File: src/rtl/burst_ctl.sv
module burst_ctl #(
  parameter int ADDR_W = 18,
  parameter int NBYTES = 2
) (
  input  logic              clk,
  input  logic              rst_n,
  input  logic [ADDR_W-1:0] addr_in,
  input  logic              strobe_p_n,
  input  logic              strobe_c_n,
  input  logic              adv_n,
  input  logic              sel1_n,
  input  logic              sel2,
  input  logic              sel3_n,
  input  logic              gw_n,
  input  logic              bwe_n,
  input  logic [NBYTES-1:0] bw_n,
  input  logic              order_il,
  output logic [ADDR_W-1:0] mem_addr,
  output logic              mem_en,
  output logic [NBYTES-1:0] mem_we,
  output logic              rd_valid
);
  localparam int HI_W = ADDR_W - 2;

  logic [ADDR_W-1:0] base_q, base_d;
  logic [1:0]        beat_q, beat_d;
  logic              act_q, act_d;
  logic              en_d;
  logic [NBYTES-1:0] we_d, wr_mask;
  logic [1:0]        low_d;

  wire sel_ok = !sel1_n && sel2 && !sel3_n;
  wire p_go   = !strobe_p_n && !sel1_n;
  wire c_go   = !p_go && !strobe_c_n;
  wire cont   = !p_go && strobe_c_n;

  assign wr_mask = !gw_n ? {NBYTES{1'b1}} : (!bwe_n ? ~bw_n : '0);

  always_comb begin
    base_d = base_q;
    beat_d = beat_q;
    act_d  = act_q;
    en_d   = 1'b0;
    we_d   = '0;
    if (p_go || c_go) begin
      if (sel_ok) begin
        base_d = addr_in;
        beat_d = 2'b00;
        act_d  = 1'b1;
        en_d   = 1'b1;
        we_d   = p_go ? '0 : wr_mask;
      end else begin
        act_d = 1'b0;
      end
    end else if (act_q) begin
      en_d = 1'b1;
      we_d = wr_mask;
      if (!adv_n) beat_d = beat_q + 2'd1;
    end
  end

  assign low_d = order_il ? (base_d[1:0] ^ beat_d) : (base_d[1:0] + beat_d);

  always_ff @(posedge clk) begin
    if (!rst_n) begin
      base_q   <= '0;
      beat_q   <= '0;
      act_q    <= 1'b0;
      mem_addr <= '0;
      mem_en   <= 1'b0;
      mem_we   <= '0;
      rd_valid <= 1'b0;
    end else begin
      base_q   <= base_d;
      beat_q   <= beat_d;
      act_q    <= act_d;
      mem_en   <= en_d;
      mem_we   <= we_d;
      rd_valid <= en_d && (we_d == '0);
      if (en_d) mem_addr <= {base_d[ADDR_W-1:2], low_d};
    end
  end

  assert_we_needs_en_R3: assert property (@(posedge clk) disable iff (!rst_n)
    (mem_we != '0) |-> mem_en);

  assert_pstart_read_R4: assert property (@(posedge clk) disable iff (!rst_n)
    (p_go && sel_ok) |=> (mem_en && mem_we == '0 && mem_addr == $past(addr_in)));

  assert_cstrobe_desel_R6: assert property (@(posedge clk) disable iff (!rst_n)
    (!strobe_c_n && sel1_n) |=> (!mem_en && mem_we == '0));

  assert_upper_fixed_R11: assert property (@(posedge clk) disable iff (!rst_n)
    (cont && act_q) |=> (mem_addr[ADDR_W-1:2] == $past(mem_addr[ADDR_W-1:2])));

  assert_rdvalid_R12: assert property (@(posedge clk) disable iff (!rst_n)
    rd_valid == (mem_en && mem_we == '0));

  wire [HI_W-1:0] unused_hi = base_q[ADDR_W-1:2];
endmodule

File: config.mk
export PLATFORM = sky130hd
export DESIGN_NAME = burst_ctl
export DESIGN_NICKNAME = d
export VERILOG_FILES = /design/src/rtl/burst_ctl.sv
export SDC_FILE = /design/constraint.sdc
export NUM_CORES = 1
export LEC_CHECK = 0
export ABC_AREA = 1
export BUFFER_PORTS_ARGS = -buffer_cell sky130_fd_sc_hd__buf_4
export CAP_MARGIN = 25
export CELL_PAD_IN_SITES_DETAIL_PLACEMENT = 0
export CELL_PAD_IN_SITES_GLOBAL_PLACEMENT = 1
export CORE_ASPECT_RATIO = 0.8
export CORE_UTILIZATION = 39
export DETAILED_ROUTE_END_ITERATION = 12
export GPL_ROUTABILITY_DRIVEN = 0
export PLACE_DENSITY_LB_ADDON = 0.1
export RECOVER_POWER = 25
export REMOVE_ABC_BUFFERS = 1
export SYNTH_ARGS = -nofsm -noshare
export SYNTH_HDL_FRONTEND = slang
export SYNTH_SLANG_ARGS = --single-unit
File: constraint.sdc
create_clock -name clk -period 2.7 [get_ports clk]
set_input_delay 0.54 -clock clk [delete_from_list [all_inputs] [get_ports clk]]
set_output_delay 0.54 -clock clk [all_outputs]
set_load 0.05 [all_outputs]
==> flow_summary.toml <==
[status]
status = "completed"

[die]
die_x_microns = 74.5
pin_count = 53
die_h_microns = 60.0
row_count = 20
initial_utilization = 0.420
dieArea_sq_um = 4470
core_area_sq_um = 3900

[global_routing]
grt_pass1_wl_mm = 5.42
grt_max_degree = 23
grt_pass1_vias = 1238
overflow = 0
antenna_found_initial = 0
grt.total_usage = 0.165

[detailed_routing]
drt_iter0_drc = 73
num_vias = 1378
wl_mm = 3.36
firstDrtPassIters = 4
drc = 0
ant_nets = 0
drt-wirelength-per-cell_microns = 11.4
via_per_inst = 4.69

[pwr]
p_leak_nw = 1.06
irDropWorstVdd_v = 0.000265
p_per_area_nw_per_um2 = 587

[hold_path]
hold_path_end = "base_q[14]$_SDFF_PN0_"
hold_start = "base_q[14]$_SDFF_PN0_"
hold_class = "register to register"
whs_path_depth = 2

[sta]
relSlewSlack = 0.601
setup_ws_ns = 0.544
fmax_ghz = 0.464
period_needed_ns = 2.16
finalCritPeriodShare = 0.798
tns_ns = 0
hold_viol = 0
finalClockSkew_ns = 0.00276
slew_violations = 0
worst_pin_slew_ns = 0.601
finalSetupViolCount = 0
rsz0062_at_grt = "no"

[clock_tree]
clk_latency_ns = 0.28
cts_hold_buf = 0
cts.sinks = 43
clk_pin_slew_ns = 0.07
cts_tree = "done"
htreeDepth = 2
clk_path_buf_depth = 2
clockRootBuffer = "clkbuf_8"
cts_setup_buffers = 0
post_cts_resized = 0
cts_buffers = 5

[logic_synthesis]
synth_area_leaders = "dfxtp_1, mux2i_1, nor2_1, a21oi_1, o21ai_0"
syn_area_sq_um = 1640
ys_seq_area_frac = 0.525
yosys_warnings = 0
synth_top_area_share = 0.525
syn_area_per_cell_sq_um = 8.87
yosys.area.top_type = "dfxtp_1"
netlist_instances = 185
ys_types = 25
ys_ff_latch = 43

[setup_path]
end_kind = "register"
cp.arrival_ns = 2.34
ff2ff_setup_slack_ns = 1.09
r2r-end = "mem_addr[1]$_SDFFE_PN0P_"
critPathMaxFanout = 12
r2r_cells = 14
crit_path_start_kind = "input pin"
crit_type = "input pin to register"
cp_data_required_time_ns = 2.89
r2r-start = "act_q$_SDFFE_PN0N_"

[final_layout]
final_common_cell = "buf_4"
drive_gt1_frac = 0.280
antenna_cells = 0
final_nets = 271
area_delta_synth_final_pct = 29.5
seq_area_sq_um = 861
most-common-layout-cells = "buf_4, dfxtp_1, nor2_1"
fillCellCount = 386
multiInputGateArea_sq_um = 653

[placement]
pre_cts_slack_ns = 0.522
io_buffers = 52
hpwlAfterDp_mm = 2.40

[run]
maxCapViolCount = 0
state kept, by name, indices dropped and copies added (netlist names):
register  flops
base_q       18
mem_addr     18
beat_q        2
mem_we        2
act_q         1
mem_en        1
rd_valid      1
critical path, cell delays in order:
cell,delay [ns]
buf_4,0.12
o21ai_0,0.44
nand2_4,0.22
inv_2,0.09
or2_1,0.09
o21ai_1,0.07
inv_1,0.06
ha_1,0.13
inv_1,0.04
nor2_1,0.12
inv_1,0.07
nand3_2,0.07
nand2_1,0.06
nand2_1,0.05
nand3_1,0.07
nand2_1,0.06
inv_1,0.03
metrics by stage:
| stage | hold slack [ns] | power [W] | std cells | utilization | area [sq um] |
|---|---|---|---|---|---|
| final | 0.500 | 0.00125 | 294 | 0.544 | 2120 |
| after global routing | 0.511 | 0.00131 | 294 | 0.544 | 2120 |
| after CTS | 0.498 | 0.00127 | 294 | 0.552 | 2150 |
| after detailed placement | 0.483 | 0.000866 | 287 | 0.529 | 2070 |
| after global placement | 0.471 | 0.000863 | 287 | 0.529 | 2070 |
| after floorplan | 0.461 | 0.000785 | 176 | - | 1580 |
worst max-delay path by stage:
stage                                           to  cells past startpoint  startpoint
final                     mem_addr[1]$_SDFFE_PN0P_                     17      sel1_n
after global routing      mem_addr[1]$_SDFFE_PN0P_                     17      sel1_n
after CTS                 mem_addr[1]$_SDFFE_PN0P_                     17      sel1_n
after detailed placement  mem_addr[1]$_SDFFE_PN0P_                     17      sel1_n
after global placement    mem_addr[1]$_SDFFE_PN0P_                     17      sel1_n
after floorplan                rd_valid$_SDFF_PN0_                      5      sel1_n
metal layers:
metal / GRT usage / part of all wire / vias to the layer above
li1: - / - / 712
met4: 0.0566 / 0.0092 / 0
met5: 0 / 0 / -
met2: 0.256 / 0.46 / 31
met3: 0.0590 / 0.067 / 5
met1: 0.212 / 0.46 / 630
cell families (layout without fill, tap and decap cells):
logic type / Yosys count / count (layout) / share of synthesized area
muxes: 16 / 16 / 0.0976
and+or+nand+nor: 61 / 61 / 0.173
AOI/OAI and AO/OA: 39 / 39 / 0.122
DFF: 43 / 43 / 0.525
buffers and inverters: 25 / 79 / 0.0748
adders and majority gates: 1 / 1 / 0.00763
report_power, final:
| part | internal (W) | leakage, nW | switching [W] |
|---|---|---|---|
| logic | 0.0000683 | 0.660 | 0.000112 |
| clock network | 0.000201 | 0.0470 | 0.000200 |
| registers | 0.000657 | 0.349 | 0.00000915 |
layout make-up:
class	count	share of cell area
sequential	43	0.405
multi-input combinational	117	0.307
timing repair buffer	56	0.186
clock buffer	6	0.0389
tap	55	0.0324
inverter	16	0.0283
clock inverter	1	0.00236
cell usage after synthesis:
| master | count |
|---|---|
| o21ai_1 | 4 |
| inv_2 | 3 |
| nand2_2 | 2 |
| nor3_1 | 1 |
| o21ai_2 | 1 |
| o21ai_0 | 16 |
| a21oi_1 | 17 |
| buf_2 | 2 |
| nor2_4 | 1 |
| and3_1 | 1 |
| clkbuf_1 | 3 |
| buf_6 | 3 |
| nor2_1 | 32 |
| or2_1 | 1 |
| nand2_1 | 9 |
| dfxtp_1 | 43 |
| ha_1 | 1 |
| inv_1 | 13 |
| nand3_1 | 9 |
| nor2_2 | 2 |
| nand3_2 | 2 |
| nand2_4 | 1 |
| buf_4 | 1 |
| mux2i_1 | 16 |
| o22ai_1 | 1 |
Power figures use the tool's default switching activity.
